`src/rtl/pp_pkg.sv`:
```
package pp_pkg;

    // Position inside a microcontroller write stream
    typedef enum logic [1:0] {
        PH_RSV = 2'd0,  // reserved header byte expected
        PH_LEN = 2'd1,  // length header byte expected
        PH_PAY = 2'd2   // payload bytes
    } fill_phase_e;

    // Bit positions of the bank full flags in the status byte
    localparam int unsigned STAT_BANK0_BIT = 5;
    localparam int unsigned STAT_BANK1_BIT = 6;

endpackage

```
`src/rtl/pp_bank_store.sv`:
```
module pp_bank_store #(
    parameter int unsigned DW    = 8,
    parameter int unsigned DEPTH = 128,
    parameter int unsigned AW    = $clog2(DEPTH)
) (
    input  logic          clk,
    input  logic          we,
    input  logic          wsel,
    input  logic [AW-1:0] waddr,
    input  logic [DW-1:0] wdata,
    input  logic          rsel,
    input  logic [AW-1:0] raddr,
    output logic [DW-1:0] rdata
);

    localparam int unsigned NBANK = 2;

    logic [DW-1:0] rd_word [NBANK];

    for (genvar b = 0; b < NBANK; b++) begin : g_bank
        logic [DW-1:0] mem_q [DEPTH];

        always_ff @(posedge clk) begin
            if (we && (wsel == 1'(b))) begin
                mem_q[waddr] <= wdata;
            end
        end

        assign rd_word[b] = mem_q[raddr];
    end

    assign rdata = rd_word[rsel];

endmodule

```
`src/rtl/pp_fill_ctrl.sv`:
```
module pp_fill_ctrl
    import pp_pkg::*;
#(
    parameter int unsigned DW        = 8,
    parameter int unsigned MPS_LARGE = 128,
    parameter int unsigned AW        = $clog2(MPS_LARGE),
    parameter int unsigned CNT_W     = $clog2(MPS_LARGE + 1)
) (
    input  logic             clk,
    input  logic             rst_n,
    input  logic             flush,
    input  logic             blocked,
    input  logic [CNT_W-1:0] mps,
    input  logic             wr_valid,
    input  logic             wr_dma,
    input  logic [DW-1:0]    wr_data,
    input  logic             validate,
    input  logic             dma_eot,
    output logic             mem_we,
    output logic [AW-1:0]    mem_addr,
    output logic [DW-1:0]    mem_data,
    output logic             commit,
    output logic [CNT_W-1:0] commit_len,
    output logic             drop
);

    typedef struct packed {
        fill_phase_e      phase;
        logic [CNT_W-1:0] cnt;
    } fill_t;

    fill_t            f_d, f_q;
    logic             accept;
    logic [CNT_W-1:0] cnt_after;

    always_comb begin
        f_d        = f_q;
        accept     = wr_valid && !blocked && !flush;
        drop       = wr_valid && blocked;
        mem_we     = accept && (wr_dma || (f_q.phase == PH_PAY));
        mem_addr   = f_q.cnt[AW-1:0];
        mem_data   = wr_data;
        cnt_after  = f_q.cnt + CNT_W'(mem_we);
        commit_len = cnt_after;
        commit     = !blocked && !flush &&
                     (validate || dma_eot || (mem_we && (cnt_after == mps)));

        if (flush || commit) begin
            f_d.phase = PH_RSV;
            f_d.cnt   = '0;
        end else if (accept) begin
            f_d.cnt = cnt_after;
            if (!wr_dma) begin
                unique case (f_q.phase)
                    PH_RSV:  f_d.phase = PH_LEN;
                    PH_LEN:  f_d.phase = PH_PAY;
                    default: f_d.phase = PH_PAY;
                endcase
            end
        end
    end

    always_ff @(posedge clk or negedge rst_n) begin
        if (!rst_n) begin
            f_q <= '{phase: PH_RSV, cnt: '0};
        end else begin
            f_q <= f_d;
        end
    end

    // a packet is always committed before its count can pass the largest size
    assert_cnt_bound_R5: assert property (@(posedge clk) disable iff (!rst_n)
        f_q.cnt < CNT_W'(MPS_LARGE));

    // a stream write in a header phase never advances the payload count
    assert_hdr_not_stored_R2: assert property (@(posedge clk) disable iff (!rst_n)
        (wr_valid && !wr_dma && !blocked && !flush && !commit && (f_q.phase != PH_PAY))
        |=> $stable(f_q.cnt));

endmodule

```
`src/rtl/pp_in_ep_buffer.sv`:
```
module pp_in_ep_buffer
    import pp_pkg::*;
#(
    parameter int unsigned DATA_W    = 8,
    parameter int unsigned MPS_SMALL = 64,
    parameter int unsigned MPS_LARGE = 128,
    localparam int unsigned AW       = $clog2(MPS_LARGE),
    localparam int unsigned CNT_W    = $clog2(MPS_LARGE + 1)
) (
    input  logic              clk,
    input  logic              rst_n,
    input  logic [1:0]        cfg_mode,
    input  logic              flush,
    input  logic              wr_valid,
    input  logic              wr_dma,
    input  logic [DATA_W-1:0] wr_data,
    input  logic              validate,
    input  logic              dma_eot,
    input  logic [AW-1:0]     usb_rd_addr,
    output logic [DATA_W-1:0] usb_rd_data,
    input  logic              usb_done,
    output logic              usb_ready,
    output logic [CNT_W-1:0]  usb_len,
    output logic              usb_data1,
    output logic              ping_full,
    output logic              pong_full,
    output logic              not_empty,
    output logic [7:0]        buf_status,
    output logic              overflow
);

    typedef struct packed {
        logic [1:0]            full;
        logic [1:0][CNT_W-1:0] len;
        logic                  lp;    // bank the local side fills
        logic                  up;    // bank the USB side drains
        logic                  tog;
        logic                  ovf;
    } ctl_t;

    ctl_t             c_d, c_q;
    logic [CNT_W-1:0] mps;
    logic             blocked;
    logic             mem_we;
    logic [AW-1:0]    mem_addr;
    logic [DATA_W-1:0] mem_data;
    logic             commit;
    logic [CNT_W-1:0] commit_len;
    logic             drop;
    logic             usb_take;

    assign mps      = ((cfg_mode == 2'd1) || (cfg_mode == 2'd2)) ? CNT_W'(MPS_LARGE)
                                                                 : CNT_W'(MPS_SMALL);
    assign blocked  = c_q.full[c_q.lp];
    assign usb_take = usb_done && c_q.full[c_q.up];

    pp_fill_ctrl #(
        .DW        (DATA_W),
        .MPS_LARGE (MPS_LARGE),
        .AW        (AW),
        .CNT_W     (CNT_W)
    ) u_fill (
        .clk        (clk),
        .rst_n      (rst_n),
        .flush      (flush),
        .blocked    (blocked),
        .mps        (mps),
        .wr_valid   (wr_valid),
        .wr_dma     (wr_dma),
        .wr_data    (wr_data),
        .validate   (validate),
        .dma_eot    (dma_eot),
        .mem_we     (mem_we),
        .mem_addr   (mem_addr),
        .mem_data   (mem_data),
        .commit     (commit),
        .commit_len (commit_len),
        .drop       (drop)
    );

    pp_bank_store #(
        .DW    (DATA_W),
        .DEPTH (MPS_LARGE),
        .AW    (AW)
    ) u_store (
        .clk   (clk),
        .we    (mem_we),
        .wsel  (c_q.lp),
        .waddr (mem_addr),
        .wdata (mem_data),
        .rsel  (c_q.up),
        .raddr (usb_rd_addr),
        .rdata (usb_rd_data)
    );

    always_comb begin
        c_d = c_q;
        if (commit) begin
            c_d.full[c_q.lp] = 1'b1;
            c_d.len[c_q.lp]  = commit_len;
            c_d.lp           = ~c_q.lp;
        end
        if (usb_take) begin
            c_d.full[c_q.up] = 1'b0;
            c_d.up           = ~c_q.up;
            c_d.tog          = ~c_q.tog;
        end
        if (drop) begin
            c_d.ovf = 1'b1;
        end
        if (flush) begin
            c_d = '0;
        end
    end

    always_ff @(posedge clk or negedge rst_n) begin
        if (!rst_n) begin
            c_q <= '0;
        end else begin
            c_q <= c_d;
        end
    end

    assign usb_ready  = c_q.full[c_q.up];
    assign usb_len    = c_q.len[c_q.up];
    assign usb_data1  = c_q.tog;
    assign ping_full  = c_q.full[0];
    assign pong_full  = c_q.full[1];
    assign not_empty  = |c_q.full;
    assign overflow   = c_q.ovf;

    always_comb begin
        buf_status                 = '0;
        buf_status[STAT_BANK0_BIT] = c_q.full[0];
        buf_status[STAT_BANK1_BIT] = c_q.full[1];
    end

    // a completed packet frees the bank it came from
    assert_done_frees_R7: assert property (@(posedge clk) disable iff (!rst_n)
        (usb_take && !flush) |=> !c_q.full[$past(c_q.up)]);

    // nothing is written into a bank that still holds a packet
    assert_no_write_full_R8: assert property (@(posedge clk) disable iff (!rst_n)
        mem_we |-> !c_q.full[c_q.lp]);

    // a dropped write leaves the overflow flag set
    assert_drop_sets_ovf_R8: assert property (@(posedge clk) disable iff (!rst_n)
        (drop && !flush) |=> c_q.ovf);

    // the toggle only moves on a completion or a flush
    assert_toggle_on_done_R9: assert property (@(posedge clk) disable iff (!rst_n)
        !$stable(c_q.tog) |-> ($past(usb_done) || $past(flush)));

    // a flush leaves the endpoint empty with DATA0 and no overflow
    assert_flush_clears_R10: assert property (@(posedge clk) disable iff (!rst_n)
        flush |=> (c_q.full == 2'b00) && !c_q.tog && !c_q.ovf && !c_q.lp && !c_q.up);

endmodule

```
`config.mk`:
```
export PLATFORM = sky130hd
export DESIGN_NAME = pp_in_ep_buffer
export DESIGN_NICKNAME = d
export VERILOG_FILES = /design/src/rtl/pp_pkg.sv /design/src/rtl/pp_bank_store.sv /design/src/rtl/pp_fill_ctrl.sv /design/src/rtl/pp_in_ep_buffer.sv
export SDC_FILE = /design/constraint.sdc
export NUM_CORES = 2
export LEC_CHECK = 0
export ABC_AREA = 1
export BUFFER_PORTS_ARGS = -buffer_cell sky130_fd_sc_hd__buf_2
export CELL_PAD_IN_SITES_DETAIL_PLACEMENT = 1
export CELL_PAD_IN_SITES_GLOBAL_PLACEMENT = 2
export CORE_UTILIZATION = 30
export CTS_BUF_LIST = sky130_fd_sc_hd__clkbuf_2
export CTS_CLUSTER_DIAMETER = 50
export DETAILED_ROUTE_END_ITERATION = 8
export PLACE_DENSITY_LB_ADDON = 0.1
export REMOVE_ABC_BUFFERS = 1
export SLEW_MARGIN = 40
export SYNTH_ARGS = -nofsm -noshare
export SYNTH_HDL_FRONTEND = slang
export SYNTH_HIERARCHICAL = 1
export SYNTH_SLANG_ARGS = --single-unit
```
`constraint.sdc`:
```
create_clock -name clk -period 3.3 [get_ports clk]
set_clock_uncertainty 0.1 [all_clocks]
set_input_delay 0.66 -clock clk [delete_from_list [all_inputs] [get_ports clk]]
set_output_delay 0.66 -clock clk [all_outputs]
set_load 0.01 [all_outputs]
```
# == After elaboration in Yosys (flattened, before gate mapping) ==
# Memory sizes are Yosys's and may differ from the RTL's.
# Cells that the tools add are included.
# W data, S select, Z words.
# op_classes
addsub,1
n_lt_le_gt_ge,5
eq_ne,5
mux,30
n_bitwise,7
reduce_logical,26
# ops
cell,count
$mux W8,7
$mux W22,1
$mux W10,2
$mux W19,1
$bwmux W16,1
$logic_and A1 B1 Y1,12
$mux W1,11
$add A8 B1 Y8,1
$demux W8 S1,1
$eq A8 B8 Y1,1
$mux W2,4
$reduce_bool A2 Y1,4
$logic_or A1 B1 Y1,5
$eq A2 B2 Y1 const B,2
$lt A1 B2 Y1 const B,2
$not A1 Y1,3
$and A2 B2 Y2,1
$demux W1 S1,2
$eq A2 B1 Y1 const B,1
$ge A1 B1 Y1 const B,2
$ge A2 B2 Y1 const B,1
$logic_not A1 Y1,2
$logic_not A2 Y1,1
$ne A2 B1 Y1 const B,1
other kinds (5),5
# totals
register_bits,32
ramBits,2048
inputBits,25
out_inout_bits,30
elab_cells,85
memories,2
# mem_list
memory,words,width,read_ports,rd_clocked_by_memory_dff,write_ports,line_no,rtl
u_store.g_bank[0].mem_q,128,8,1,0,1,pp_bank_store.sv:21,logic [DW-1:0] mem_q [DEPTH];
u_store.g_bank[1].mem_q,128,8,1,0,1,pp_bank_store.sv:21,

# == Longest topological paths before layout ==
# depth
ltp_word,15
mapped_depth,25
depth_no_buf,25

# == Cells and area by module ==
# The synthesis kept the hierarchy.
# modules_own_cells
module,n_inst,cells_each,area_per_inst_um2,seq_area_each_um2
pp_bank_store,1,7048,83627.7,61499.0
pp_in_ep_buffer,1,134,1079.8,550.5
pp_fill_ctrl,1,160,964.7,250.2

# == Least setup slack after synthesis ==
# OpenSTA, ideal clock, no wires.
# synth_path
path_kind,register to register
start,"reg c_q, in the netlist buf_status[5]"
end,reg c_q[11] in the netlist's numbering
setup_ns,0.083
t_arrival_ns,2.628
required_ns,3.117
slack_ns,0.489
path_stages_with_launch,23
n_path_buf,0
period_less_slack_ns,2.811
path_cell_list,dfrtp_1 -> inv_1 -> o21ai_0 -> inv_1 -> nand2_1 -> nor2_1 -> nand2_1 -> inv_1 -> ha_1 -> ha_1 -> xnor2_1 -> nand2_1 -> nor2_1 -> nand3_1 -> nor2_1 -> nand3_1 -> nand2_1 -> nand2_2 -> inv_1 -> nand2_2 -> nor2_2 -> nand2_1 -> o21ai_0
# synth_between
elab_chain_cells,12
word_cells_on_any_way,16
cone_classes,1 x add/sub; 1 x eq/ne; 5 x mux; 9 x reduce/logical
# synth_rtl
item,line_no,rtl
start: declaration,pp_in_ep_buffer.sv:41,"ctl_t c_d, c_q;"
start signal: assignment,pp_in_ep_buffer.sv:118,c_q <= '0;
start signal: assignment,pp_in_ep_buffer.sv:120,c_q <= c_d;
$mux W1 (not written as such) (2 in a row),pp_in_ep_buffer.sv:54,assign blocked = c_q.full[c_q.lp];
net blocked,pp_in_ep_buffer.sv:43,logic blocked;
$logic_not A1 Y1,pp_fill_ctrl.sv:38,accept = wr_valid && !blocked && !flush;
$logic_and A1 B1 Y1 (2 in a row),pp_fill_ctrl.sv:38,
$logic_and A1 B1 Y1,pp_fill_ctrl.sv:40,mem_we = accept && (wr_dma || (f_q.phase == PH_PAY));
net mem_we,pp_in_ep_buffer.sv:44,logic mem_we;
$add A8 B1 Y8,pp_fill_ctrl.sv:43,cnt_after = f_q.cnt + CNT_W'(mem_we);
net commit_len[1],pp_in_ep_buffer.sv:48,logic [CNT_W-1:0] commit_len;
$eq A8 B8 Y1,pp_fill_ctrl.sv:46,(validate || dma_eot || (mem_we && (cnt_after == mps)));
$logic_and A1 B1 Y1,pp_fill_ctrl.sv:46,
$logic_or A1 B1 Y1,pp_fill_ctrl.sv:46,
$logic_and A1 B1 Y1,pp_fill_ctrl.sv:45,commit = !blocked && !flush &&
net commit,pp_in_ep_buffer.sv:47,logic commit;
$reduce_bool A2 Y1 (no source line),--,
# The timed path passes the listed nets, and every way through them passes these cells. The select of a mux whose other input is x is not followed.
# A chain may end at the register's enable or synchronous reset.

# == Worst setup path in the final report ==
# layout_path
start,mem u_store.g_bank[0].mem_q[119][0]
end,out usb_rd_data[0]
# layout_between
elab_chain_cells,4
# layout_rtl
item,line_no,rtl
start: declaration,pp_bank_store.sv:21,
$mem_v2 Z128 W8,--,
$mux W8 (not written as such) (3 in a row),pp_bank_store.sv:32,assign rdata = rd_word[rsel];
end: declaration,pp_in_ep_buffer.sv:20,"output logic [DATA_W-1:0] usb_rd_data,"
# No other way between the ends. The select of a mux whose other input is x is not followed.

==> impl_metrics.csv <==
group,metric,value,unit
status,status,"finished, violations left",
status,violations,"setup timing",
logic_synthesis,ys_seq_elements,2080,
hold_path,min_from,"c_q[17]",
floorplanning,initial_core_util,30.27,%
run,maxCapViolCount,0,
clocking,cts_tree,"built",
critical_path,critical_path.max_fanout,1,
timing,fin_crit,4.441,ns
clocking,clock-root-buffer,"clkbuf_2",
global_routing,grt_pass1_wl,459900,µm
global_routing,grt_overflow,0,
logic_synthesis,synth_xor_area_share,0.02045,%
critical_path,cp-start-kind,"register",
timing,tightest_slew,0.8980,ns
layout,nets,8368,
logic_synthesis,synth_mux_area_share,0,%
critical_path,worstPathArrival,3.68,ns
global_routing,antenna_found_initial,20,
logic_synthesis,synthCells,7342,
hold_path,min_path_type,"reg2reg",
layout,drive_gt1_share,27.30,%
clocking,htreeDepth,6,
power,p_sw,15.14,mW
logic_synthesis,yosysWarnings,6,
timing,fmax,225.2,MHz
timing,post-route-period-util,134.6,%
critical_path,reg2reg_from,"buf_status[6]",
layout,syn_to_final_growth,23.61,%
timing,rsz0062_at_grt,"yes",
floorplanning,fp.dieW,536.4,µm
placed_design,portBuffers,48,
route,antenna_left,0,
power,total_power,53.60,mW
power,pwr-share-seq,54.1,%
placed_design,hpwl,204300,µm
logic_synthesis,synth-simple-area-share,23.42,%
timing,finalSetupTns,-14.40,ns
global_routing,grt_util_all_layers,21.88,%
route,drt_iter0_markers,4073,
timing,hold_violations,0,
layout,fin_util,37.42,%
logic_synthesis,synth_top_family_by_area,"simple AND/OR/NAND/NOR gates",
floorplanning,core_area,0.2830,mm²
route,drc,0,
critical_path,startpoint,"u_store/g_bank[0].mem_q[119][0]",
logic_synthesis,synth.avg_cell_area,11.67,µm²
power,p_comb_share,9.7,%
power,vdd_ir_drop_max,286.5,µV
clocking,cts_made_buffers,597,
floorplanning,io_pins,55,
clocking,clk_pin_slew,0.09,ns
clocking,cts.sinks,2080,
route,wl,316600,µm
power,p_sw_share,28.24,%
route,vias_per_cell,4.918,
timing,timing.slew.headroom,40.14,%
route,first_pass_iters,5,
timing,drv_slew,0,
timing,setup_slack,-1.141,ns
timing,setup_violations,22,
logic_synthesis,synth_fa_ha_area_share,0.02921,%
critical_path,end_kind,"primary output",
power,p_leak,39.06,nW
global_routing,grt_pass1_vias,64810,
placed_design,gp_congestion,0.8279,
logic_synthesis,synth_cell_types,28,
floorplanning,num_rows,195,
critical_path,critical_path_class,"reg2out",
logic_synthesis,seq_area_frac_synth,72.72,%
power,power.density,506.2,mW/mm²
floorplanning,die_area,0.2877,mm²
route,vias,61670,
clocking,cts_buffer_depth,4,
critical_path,worstPathRequired,2.54,ns
floorplanning,die_y,536.4,µm
power,power.share.clock,36.2,%
route,wl_per_cell,25.25,µm
logic_synthesis,synth_area,0.08567,mm²
logic_synthesis,synth_compound_area_share,0.2351,%
global_routing,grt_max_degree,98,
clocking,insertion_delay,2.00,ns
power,p_int,38.47,mW
-- per-stage QoR --
step                      instances  setup WS [ns]  hold WS (ns)  area, µm²
after global routing          12520         -1.332        0.4850     105900
final                         12540         -1.141        0.4556     105900
after global placement        11420         -1.289        0.3730      95890
after CTS                     12520         -1.538        0.1725     104800
after floorplan                6842         -3.785        0.2644      82990
after detailed placement      11420         -1.237        0.3753      95890
-- critical path, stage by stage, from the launching register on --
cell,delay (ns)
edfxtp_1,0.38
nand2_1,0.08
nand3_1,0.08
nand3_1,0.12
nand3_1,0.20
nand3_2,0.18
nand3_4,0.14
nand3_2,0.12
nand2_2,0.06
nand2_2,0.06
nand2_2,0.06
buf_12,0.15
buf_6,0.12
-- what timing repair did --
action	4_1_cts	5_1_grt
gates resized for setup	547	227
buffers inserted	11	8
hold buffers	66	0
endpoints found under the setup margin	24	45
hold endpoints to repair	4159	0
cloned	1	0
pin swaps	155	122
-- cells in the mapped netlist, drive strengths merged --
cell type	number	area, µm²
nand2	2261	8509
edfxtp	2048	61500
nand3	2046	10240
buf	416	2364
nor2	218	833.3
clkbuf	100	375.4
nor3	89	465.5
inv	84	317.8
o21ai	35	175.2
dfrtp	32	800.8
a21oi	4	20.02
ha	2	25.02
nand4	2	12.51
xnor2	2	17.52
conb	1	3.750
nand3b	1	7.510
o22ai	1	6.260
-- cell families after synthesis --
kind of cell | after synthesis
buffers and inverters | 600
adder cells (fa/ha/maj) | 2
flip-flops | 2080
XOR/XNOR | 2
AND/OR/NAND/NOR | 4617
other | 1
AO/OA/AOI/OAI | 40
-- registers in the layout, indices dropped and copies added (netlist names) --
name / flops
u_fill/mem_addr: 7
u_store/g_bank.mem_q: 2048
buf_status: 2
u_fill/f_q: 3
overflow: 1
c_q: 18
usb_data1: 1
-- final cells by class --
cell class              count  area, µm²
diodes                     20      50.05
clock buffers             874       4374
clock inverters           161       1003
fillers                 30710     177100
inverters                  84      362.8
multi-input cells        4678      24040
flip-flops and latches   2080      62300
well taps                3743       4683
repair buffers            900       9082
-- final timing paths --
path	endpoint	slack (ns)	cells after the start
hold / removal	c_q[17]	0.46	2
min in group asynchronous	u_fill/mem_addr[1]	0.71	6
setup / recovery	usb_rd_data[0]	-1.14	12
setup reg to reg	u_store/g_bank[0].mem_q[96][3]	0.27	14
max in group asynchronous	u_fill/mem_addr[5]	2.16	6
hold reg to reg	c_q[17]	0.46	2
-- layout by cell type, fill, tap and decap left out, types with 70 or more instances in the layout --
master and instances:
nor2_1 210, inv_1 70, edfxtp_1 2048, nand3_4 97, buf_4 614, nand2_1 2195, nor3_1 80, clkinv_1 95
nand3_2 408, clkbuf_2 874, nand3_1 1541, buf_12 147
-- layer usage --
layer	track usage (%)	part of all wire, %
met1	30.83	47
met2	35.31	47
met3	3.038	4.0
met4	5.689	2.1
met5	0	0.0060
-- power groups by stage --
stage | combinational [mW] | sequential [mW] | clock [mW]
2_1_floorplan | 1.63 | 29.6 | 0
3_3_place_gp | 4.67 | 29.6 | 0
3_5_place_dp | 4.68 | 29.6 | 0
4_1_cts | 5.17 | 29.0 | 20.4
5_1_grt | 5.57 | 29.0 | 21.5
6_report | 5.19 | 29.0 | 19.4
Power figures use the tool's default switching activity.
